## src/rtl/bitspi_pkg.sv

```systemverilog
package bitspi_pkg;
  localparam int BYTE_W = 8;
  localparam int POS_W  = $clog2(BYTE_W);

  typedef enum logic [2:0] {
    ST_IDLE,
    ST_CSPRE,
    ST_CSSET,
    ST_LOAD,
    ST_PHA,
    ST_PHB,
    ST_PUSH,
    ST_FIN
  } bitspi_state_e;
endpackage

```

## src/rtl/bitspi_halftimer.sv

```systemverilog
module bitspi_halftimer #(
  parameter int DIV_W = 4
) (
  input  logic             clk,
  input  logic             rst_n,
  input  logic             restart,
  input  logic [DIV_W-1:0] limit,
  output logic             expired
);
  logic [DIV_W-1:0] cnt_q, cnt_d;

  assign expired = (cnt_q == limit);

  always_comb begin
    if (restart || expired) cnt_d = '0;
    else                    cnt_d = cnt_q + 1'b1;
  end

  always_ff @(posedge clk or negedge rst_n) begin
    if (!rst_n) cnt_q <= '0;
    else        cnt_q <= cnt_d;
  end
endmodule

```

## src/rtl/bitspi_rxslot.sv

```systemverilog
module bitspi_rxslot #(
  parameter int W = 8
) (
  input  logic         clk,
  input  logic         rst_n,
  input  logic         push,
  input  logic [W-1:0] push_data,
  output logic         slot_free,
  output logic         rx_valid,
  input  logic         rx_ready,
  output logic [W-1:0] rx_data
);
  logic         vld_q, vld_d;
  logic [W-1:0] dat_q;

  assign slot_free = !vld_q;
  assign rx_valid  = vld_q;
  assign rx_data   = dat_q;

  always_comb begin
    vld_d = vld_q;
    if (push)                 vld_d = 1'b1;
    else if (vld_q && rx_ready) vld_d = 1'b0;
  end

  always_ff @(posedge clk or negedge rst_n) begin
    if (!rst_n) begin
      vld_q <= 1'b0;
      dat_q <= '0;
    end else begin
      vld_q <= vld_d;
      if (push) dat_q <= push_data;
    end
  end
endmodule

```

## src/rtl/bitspi_master.sv

```systemverilog
module bitspi_master
  import bitspi_pkg::*;
#(
  parameter int LEN_W = 8,
  parameter int DIV_W = 4
) (
  input  logic             clk,
  input  logic             rst_n,
  input  logic             cfg_cpol,
  input  logic             cfg_cpha,
  input  logic             cfg_cs_high,
  input  logic             cfg_tx_off,
  input  logic             cfg_rx_off,
  input  logic [DIV_W-1:0] cfg_half_div,
  input  logic             req_valid,
  output logic             req_ready,
  input  logic [LEN_W-1:0] req_bits,
  input  logic             req_begin,
  input  logic             req_end,
  input  logic             req_has_tx,
  input  logic             tx_valid,
  output logic             tx_ready,
  input  logic [7:0]       tx_data,
  output logic             rx_valid,
  input  logic             rx_ready,
  output logic [7:0]       rx_data,
  output logic             busy,
  output logic             sclk,
  output logic             mosi,
  output logic             cs_o,
  input  logic             miso
);
  localparam logic [POS_W-1:0] LAST_POS = POS_W'(BYTE_W - 1);

  bitspi_state_e     state_q, state_d;
  logic [LEN_W-1:0]  left_q, left_d;
  logic [POS_W-1:0]  pos_q, pos_d;
  logic [BYTE_W-1:0] txsh_q, txsh_d, rxsh_q, rxsh_d;
  logic              lclk_q, lclk_d, csact_q, csact_d, mosi_q, mosi_d;
  logic              htx_q, htx_d, end_q, end_d;
  logic              expired, slot_free, push;
  logic [BYTE_W-1:0] push_data;
  logic              cfg_ok;

  assign cfg_ok    = !(cfg_tx_off && cfg_rx_off);
  assign req_ready = (state_q == ST_IDLE) && cfg_ok && (req_bits != '0);
  assign tx_ready  = (state_q == ST_LOAD) && htx_q;
  assign busy      = (state_q != ST_IDLE);
  assign sclk      = lclk_q ^ cfg_cpol;
  assign cs_o      = cfg_cs_high ? csact_q : ~csact_q;
  assign mosi      = mosi_q;
  assign push_data = rxsh_q << (LAST_POS - pos_q);

  bitspi_halftimer #(.DIV_W(DIV_W)) u_timer (
    .clk     (clk),
    .rst_n   (rst_n),
    .restart (state_d != state_q),
    .limit   (cfg_half_div),
    .expired (expired)
  );

  bitspi_rxslot #(.W(BYTE_W)) u_rxslot (
    .clk       (clk),
    .rst_n     (rst_n),
    .push      (push),
    .push_data (push_data),
    .slot_free (slot_free),
    .rx_valid  (rx_valid),
    .rx_ready  (rx_ready),
    .rx_data   (rx_data)
  );

  // next-state logic
  always_comb begin
    state_d = state_q;
    left_d  = left_q;
    pos_d   = pos_q;
    txsh_d  = txsh_q;
    rxsh_d  = rxsh_q;
    lclk_d  = lclk_q;
    csact_d = csact_q;
    mosi_d  = mosi_q;
    htx_d   = htx_q;
    end_d   = end_q;
    push    = 1'b0;
    unique case (state_q)
      ST_IDLE: begin
        if (req_valid && req_ready) begin
          left_d = req_bits;
          htx_d  = req_has_tx;
          end_d  = req_end;
          lclk_d = 1'b0;
          if (req_begin) begin
            csact_d = 1'b0;
            state_d = ST_CSPRE;
          end else begin
            state_d = ST_LOAD;
          end
        end
      end
      ST_CSPRE: begin
        if (expired) begin
          csact_d = 1'b1;
          state_d = ST_CSSET;
        end
      end
      ST_CSSET: begin
        if (expired) state_d = ST_LOAD;
      end
      ST_LOAD: begin
        if (!htx_q || tx_valid) begin
          txsh_d  = htx_q ? tx_data : '0;
          rxsh_d  = '0;
          pos_d   = '0;
          lclk_d  = cfg_cpha;
          if (!cfg_tx_off) mosi_d = htx_q & tx_data[BYTE_W-1];
          state_d = ST_PHA;
        end
      end
      ST_PHA: begin
        if (expired) begin
          lclk_d  = ~cfg_cpha;
          rxsh_d  = {rxsh_q[BYTE_W-2:0], ~cfg_rx_off & miso};
          txsh_d  = {txsh_q[BYTE_W-2:0], 1'b0};
          state_d = ST_PHB;
        end
      end
      ST_PHB: begin
        if (expired) begin
          left_d = left_q - 1'b1;
          if (left_q == LEN_W'(1) || pos_q == LAST_POS) begin
            state_d = ST_PUSH;
          end else begin
            pos_d   = pos_q + 1'b1;
            lclk_d  = cfg_cpha;
            if (!cfg_tx_off) mosi_d = txsh_q[BYTE_W-1];
            state_d = ST_PHA;
          end
        end
      end
      ST_PUSH: begin
        if (slot_free) begin
          push = 1'b1;
          if (left_q == '0) begin
            lclk_d  = 1'b0;
            state_d = ST_FIN;
          end else begin
            state_d = ST_LOAD;
          end
        end
      end
      ST_FIN: begin
        if (expired && slot_free) begin
          if (end_q) csact_d = 1'b0;
          state_d = ST_IDLE;
        end
      end
      default: state_d = ST_IDLE;
    endcase
  end

  // registers
  always_ff @(posedge clk or negedge rst_n) begin
    if (!rst_n) begin
      state_q <= ST_IDLE;
      left_q  <= '0;
      pos_q   <= '0;
      txsh_q  <= '0;
      rxsh_q  <= '0;
      lclk_q  <= 1'b0;
      csact_q <= 1'b0;
      mosi_q  <= 1'b0;
      htx_q   <= 1'b0;
      end_q   <= 1'b0;
    end else begin
      state_q <= state_d;
      left_q  <= left_d;
      pos_q   <= pos_d;
      txsh_q  <= txsh_d;
      rxsh_q  <= rxsh_d;
      lclk_q  <= lclk_d;
      csact_q <= csact_d;
      mosi_q  <= mosi_d;
      htx_q   <= htx_d;
      end_q   <= end_d;
    end
  end
endmodule

```

## config.mk

```make
export PLATFORM = sky130hd
export DESIGN_NAME = bitspi_master
export DESIGN_NICKNAME = d
export VERILOG_FILES = /design/src/rtl/bitspi_pkg.sv /design/src/rtl/bitspi_halftimer.sv /design/src/rtl/bitspi_rxslot.sv /design/src/rtl/bitspi_master.sv
export SDC_FILE = /design/constraint.sdc
export NUM_CORES = 1
export LEC_CHECK = 0
export ABC_AREA = 1
export BUFFER_PORTS_ARGS = -buffer_cell sky130_fd_sc_hd__buf_2
export CORE_ASPECT_RATIO = 1.25
export CORE_MARGIN = 3
export CORE_UTILIZATION = 56
export CTS_CLUSTER_SIZE = 40
export DETAILED_ROUTE_END_ITERATION = 7
export PLACE_DENSITY_LB_ADDON = 0.25
export SLEW_MARGIN = 20
export SYNTH_ARGS = -nofsm -noshare
export SYNTH_HDL_FRONTEND = slang
export SYNTH_SLANG_ARGS = --single-unit
```

## constraint.sdc

```tcl
create_clock -name clk -period 1.9 [get_ports clk]
set_input_delay 0.19 -clock clk [delete_from_list [all_inputs] [get_ports clk]]
set_output_delay 0.19 -clock clk [all_outputs]
set_load 0.02 [all_outputs]
```

==> results of run 1 <==
-- critical path, cell delays in order (launching register included) --
cell,delay (ps)
dfrtp_1,470
inv_2,100
nor2_4,100
inv_2,70
nor2_4,200
inv_2,130
nand2_1,130
nor3_1,60
a21oi_1,180
nand2_1,80
nand2_1,60
nand2_1,40
-- worst max-delay path by stage --
| stage | startpoint | end | slack (ps) | depth (start not counted) |
|---|---|---|---|---|
| 2_1_floorplan | state_q[0] | lclk_q | 220 | 11 |
| 3_3_place_gp | state_q[0] | u_timer.cnt_q[0] | 170 | 10 |
| 3_5_place_dp | state_q[0] | left_q[4] | 80 | 8 |
| 4_1_cts | state_q[0] | left_q[4] | 70 | 8 |
| 5_1_grt | u_timer.cnt_q[0] | u_timer.cnt_q[1] | -10 | 12 |
| 6_report | state_q[2] | lclk_q | 190 | 11 |
-- cell type report --
cell class | instances | area, µm² | area share (%)
Timing Repair Buffer | 57 | 323 | 9.88
Inverter | 43 | 161 | 4.94
Clock buffer | 6 | 82.6 | 2.53
Tap cell | 60 | 75.1 | 2.30
Clock inverter | 2 | 38.8 | 1.19
Multi-Input combinational cell | 270 | 1390 | 42.4
Sequential cell | 48 | 1200 | 36.8
-- registers in the layout, indices dropped and copies added (netlist names), 3 cells and up --
register,count
left_q,8
pos_q,3
rxsh_q,8
state_q,3
txsh_q,8
u_rxslot.rx_data,8
u_timer.cnt_q,4
-- metrics by stage --
stage / setup TNS (ps) / utilization, % / setup slack (ps)
2_1_floorplan: 0 / - / 223
3_3_place_gp: 0 / 65.5 / 166
3_5_place_dp: 0 / 65.5 / 78.5
4_1_cts: 0 / 68.3 / 68.8
5_1_grt: -9.67 / 68.6 / -9.67
6_report: 0 / 68.6 / 186
-- logic make-up (layout without fill, tap and decap cells) --
| family | count (synthesis) | count (layout) | synth area share, % |
|---|---|---|---|
| XOR/XNOR | 4 | 4 | 1.25 |
| flip-flops | 48 | 48 | 42.9 |
| adder cells (fa/ha/maj) | 6 | 6 | 2.68 |
| buffers and inverters | 51 | 108 | 7.74 |
| AND/OR/NAND/NOR | 177 | 177 | 27.8 |
| AO/OA/AOI/OAI | 82 | 82 | 17.2 |
| multiplexers | 1 | 1 | 0.402 |
-- power by group through the flow --
stage	Combinational, W	Sequential [W]	Clock, W
2_1_floorplan	0.00174	0.00185	0
3_3_place_gp	0.00241	0.00178	0
3_5_place_dp	0.00246	0.00180	0
4_1_cts	0.00248	0.00179	0.000790
5_1_grt	0.00284	0.00185	0.000822
6_report	0.00249	0.00179	0.000769
-- repair_timing --
action | in CTS | in global routing
hold endpoints to repair | 24 | 0
gates resized for setup | 0 | 3
hold buffers | 1 | 0
setup endpoints to repair | 0 | 10
buffers inserted | 0 | 1
-- synthesized netlist by cell type, drive strengths merged, types with 3 or more instances --
cell and n:
nand2 96, dfrtp 48, nor2 44, inv 41, o21ai 40, nand3 27, a21oi 19, o211ai 7
a22oi 6, buf 6, ha 6, nor3 6, a31oi 3
-- metal layers --
layer	share of wire [%]	vias to the layer above	global-route usage, %
met1	43	1163	28.0
li1	-	1322	-
met2	50	71	37.8
met3	5.9	6	5.33
met4	0.93	0	6.22
met5	0	-	0
-- placed cells by master (no fill, tap or decap), types with 2 or more instances in the layout --
cell	netlist	layout
clkinv_1	2	2
o21ai_0	25	25
nor2_4	4	4
a31oi_1	3	3
dfrtp_1	48	47
clkbuf_8	0	6
o211ai_1	7	7
nor2_2	2	2
a21oi_1	18	18
nand3_1	26	26
o21ai_1	15	15
nand2_2	4	6
nand2_1	91	89
ha_1	6	6
xnor2_1	2	2
buf_4	2	7
nor2_1	38	38
xor2_1	2	2
o221ai_1	2	2
inv_2	6	6
inv_1	35	35
nor3_1	6	6
o21a_1	2	2
buf_2	2	48
a22oi_1	6	6
==> metrics.csv, run 1 <==
metric,value,unit
status,finished clean,
top-area cell type share of the netlist area,42.9,%
WHS Endpoint,u_rxslot.rx_valid,
Initial Util,58.7,%
Rows,28,
Die Area,5890,µm²
endpoint type of the worst setup path,flip-flop,
worst flop-to-flop path endpoint,lclk_q,
FF-to-FF Start,state_q[2],
# IOs,49,
synth top area cells,"dfrtp_1, nand2_1, nor2_1",
Int Pwr,0.00279,W
drt wl/cell,12.8,µm
hold_sp,rx_ready,
CTS Sinks,48,
Final Hold Viols,0,
synthesis-to-finish area growth,16.8,%
top_reg_cell synth,dfrtp_1,
"Seq/Total Area, Yosys",42.9,%
hold depth,2,
Routed Antenna Nets,0,
"Cell Count, Final, Fillers Out",486,
Die X,69.2,µm
GPL Wtd Cong,0.898,
post-place instance area,3120,µm²
worst-skew pair later-pin latency,300,ps
residual DRC count,0,
final instance area,3270,µm²
Clock power frac,15.2,%
Bufs on Longest Clock Path,2,
total CTS buffers,5,
cell taking the most area after synthesis,dfrtp_1,
GRT Overall Usage,22.1,%
number of enable flip-flop cells after synthesis,0,
root buffer cell,clkbuf_8,
Layout Nets,465,
DRT Pass-1 Iters,4,
CP Launch Type,flip-flop,
PwrDens,1540,nW/µm²
syn_nets,409,
"setup slack, reg-to-reg",190,ps
HP Class,primary input to flip-flop,
Final Setup Violations,0,
total wire length,6220,µm
Register-to-Register Path Depth,11,
crit share post-route,90.2,%
Vias,2562,
Core Region,4760,µm²
H-Tree Level Count,2,
fin crit period,1710,ps
Filler Cell Count,427,
Die H,85.0,µm
Max Clock Freq,583,MHz
crit path max fanout,9,
Sw Share,44.7,%
initial DRC count,125,
Reg power frac,35.4,%
PortBufs,48,
Crit Path Class,flip-flop to flip-flop,
combinational fraction of design power,49.3,%
post-synthesis cell type count,37,
Cells after Synth,369,
worst-margin pin slew,546,ps
Cells after DPL,476,
Yosys warning count,0,
syn_area_per_cell,7.58,µm²
gr ovfl total,0,
Leak Pwr,1.67,nW
"FFs w/ async S/R, synth",100,%
n_diodes,0,
vias in the first global route,2482,
vias per cell,5.27,
Yosys reg bits,48,
maximum vdd drop,0.000866,V
Worst-path clk slew,80,ps
Fin Hold WS,58.1,ps
skew final,7.41,ps
CTS tree,yes,
initial antenna violation count,0,
Net Sw Power,0.00226,W
"Slew Viols, Final",0,
WP data arrival,1910,ps
Post-DP HPWL,4930,µm
first-pass GRT wire length,10700,µm
Max-cap violations,0,
CP required,2100,ps
pin count of the biggest net entering global routing,33,
Total Power,0.00505,W
share of cells above drive strength 1,20.7,%
"Cell Area, Synth",2800,µm²
Slew headroom,63.6,%
Power figures use the tool's default switching activity.
==> inputs of run 2 (changes only) <==
CORE_UTILIZATION = 57   (was 56)
CTS_CLUSTER_SIZE = unset   (was 40)
SYNTH_HIERARCHICAL = 1   (was unset)
==> run 2 against run 1 <==
Compared with the run above: clock skew is 5.0 ps higher; count of clock-buffer cells in the layout unchanged; clock power fell by 15%.
==> metrics.csv, run 2 <==
metric,value,unit
top_reg_cell synth,dfrtp_1,
Bufs on Longest Clock Path,2,
post-synthesis cell type count,39,
vias in the first global route,2605,
WP data arrival,1930,ps
DRT Pass-1 Iters,4,
Max Clock Freq,575,MHz
Sw Share,46.5,%
WL met3,401,µm
maximum vdd drop,0.000765,V
total wire length,6840,µm
synthesis-to-finish area growth,15.4,%
CP required,2090,ps
GPL Wtd Cong,0.860,
CTS Sinks,48,
Vias,2907,
cell taking the most area after synthesis,dfrtp_1,
Die Area,6420,µm²
metal2 WL,3430,µm
PortBufs,48,
first-pass GRT wire length,11400,µm
initial DRC count,119,
Cells after Synth,422,
combinational fraction of design power,52.0,%
"FFs w/ async S/R, synth",100,%
crit path max fanout,6,
"commonest non-fill, non-tap cell in the layout",nand2_1,
"Slew Viols, Final",0,
pin count of the biggest net entering global routing,32,
Routed Antenna Nets,0,
Initial Util,60.3,%
Leak Pwr,1.93,nW
drt wl/cell,12.5,µm
initial antenna violation count,0,
Layout Nets,526,
crit share post-route,91.6,%
"Cell Area, Synth",3130,µm²
Reg power frac,34.7,%
CTS tree,yes,
RSZ-0062 raised after global routing,yes,
endpoint type of the worst setup path,flip-flop,
Die H,88.8,µm
root buffer cell,clkbuf_8,
vias per cell,5.30,
Final Setup Violations,0,
worst-margin pin slew,608,ps
Max-cap violations,0,
Net Sw Power,0.00228,W
skew final,12.4,ps
"top cells by count, synth","nand2_1, inv_1, dfrtp_1, nor2_1, o21ai_0",
Rows,29,
HP Class,primary input to flip-flop,
status,finished clean,
share of cells above drive strength 1,25.9,%
number of enable flip-flop cells after synthesis,0,
total CTS buffers,5,
synth top area cells,"dfrtp_1, nand2_1, inv_1",
final core occ,69.6,%
GRT Overall Usage,22.1,%
worst-skew pair later-pin latency,300,ps
syn_area_per_cell,7.41,µm²
Yosys reg bits,48,
Worst-path clk slew,80,ps
top-area cell type share of the netlist area,38.4,%
gr ovfl total,0,
Final Hold Viols,0,
Yosys warning count,6,
PwrDens,1360,nW/µm²
Die X,72.3,µm
most frequent cells in the layout,"nand2_1, inv_1, buf_2, dfrtp_1, nor2_1",
cell with the most instances after synthesis,nand2_1,
residual DRC count,0,
fin crit period,1740,ps
DR top layer,met4,
n_diodes,0,
Post-DP HPWL,5120,µm
CP Launch Type,flip-flop,
# IOs,49,
"Seq/Total Area, Yosys",38.4,%
Total Power,0.00491,W
Int Pwr,0.00263,W
syn_nets,462,
Clock power frac,13.3,%
Slew headroom,59.4,%
Crit Path Class,flip-flop to flip-flop,
H-Tree Level Count,2,
WL met1,2960,µm
Core Region,5190,µm²
run 2: cell count changes in the layout (fill, tap and decap cells not counted), moves of 4 or more:
| cell | before | now |
|---|---|---|
| nor2_1 | 38 | 42 |
| a21oi_2 | 0 | 9 |
| nand2_1 | 89 | 116 |
| buf_4 | 7 | 21 |
| nand2_4 | 1 | 5 |
| inv_1 | 35 | 50 |
| a21oi_1 | 18 | 9 |
| o21ai_1 | 15 | 6 |
| o21ai_2 | 0 | 6 |
run 2: per-layer routing:
layer  GRT usage (%)  vias up
li1                -     1474
met1            27.9     1327
met2            39.4      102
met3            3.07        4
met4            5.98        0
met5               0        -
run 2: repair_timing:
action,in CTS,in global routing
endpoints found under the hold margin,24,0
hold buffers,1,0
buffers inserted,0,9
setup endpoints to repair,0,21
resized for setup,0,7
run 2: power groups by stage:
| stage | logic (W) | registers [W] | clock network, W |
|---|---|---|---|
| global placement | 0.00232 | 0.00172 | 0 |
| global route | 0.00289 | 0.00175 | 0.000703 |
| CTS | 0.00241 | 0.00172 | 0.000668 |
| detailed placement | 0.00239 | 0.00174 | 0 |
| floorplan | 0.00199 | 0.00163 | 0 |
| finish | 0.00255 | 0.00171 | 0.000651 |
run 2: path summary, 6_finish.rpt:
kind,endpoint,slack [ps],from,cells after the start
setup / recovery,u_timer/cnt_q[3],160,u_timer/cnt_q[1],17
hold / removal,u_rxslot/rx_valid,120,rx_ready,4
setup reg to reg,u_timer/cnt_q[3],160,u_timer/cnt_q[1],17
hold reg to reg,u_rxslot/rx_data[4],470,u_rxslot/rx_data[4],2
max in group asynchronous,state_q[0],850,rst_n,3
min in group asynchronous,pos_q[2],430,rst_n,2
run 2: area by class of cell:
cell class                      count  area, µm²
Sequential cell                    48       1200
Multi-Input combinational cell    304       1600
Timing Repair Buffer               70        408
Inverter                           57        224
Clock buffer                        6       82.6
Clock inverter                      2       13.8
Fill cell                         447       1580
Tap cell                           62       77.6
run 2: through the flow:
step	cells	worst slack, ps	setup TNS, ps	cell area (µm²)	hold slack, ps
finish	549	161	0	3610	123
global route	549	-31.6	-89.3	3610	141
CTS	540	8.63	0	3530	117
detailed placement	531	37.8	0	3420	232
global placement	531	79.5	0	3420	228
floorplan	422	212	0	3130	-106
run 2: critical path, stage by stage, from the launching register on:
cell	delay, ps
dfrtp_1	390
inv_1	60
nand2_1	50
nand2_1	50
nor2_1	100
nand2_1	100
inv_2	120
nand2_2	80
nand3_2	100
nand2_1	60
nor2_1	110
nand2_1	80
nand2_2	80
nand2_2	40
nand2_1	60
inv_1	40
nand2_2	70
nor2_1	50
run 2: logic make-up after synthesis:
family	count (synthesis)	synth area share (%)
and+or+nand+nor	222	32.8
AOI/OAI and AO/OA	72	14.4
buffers and inverters	70	10.8
DFF	48	38.4
adders and majority gates	6	2.40
xor gates and xnor gates	4	1.12
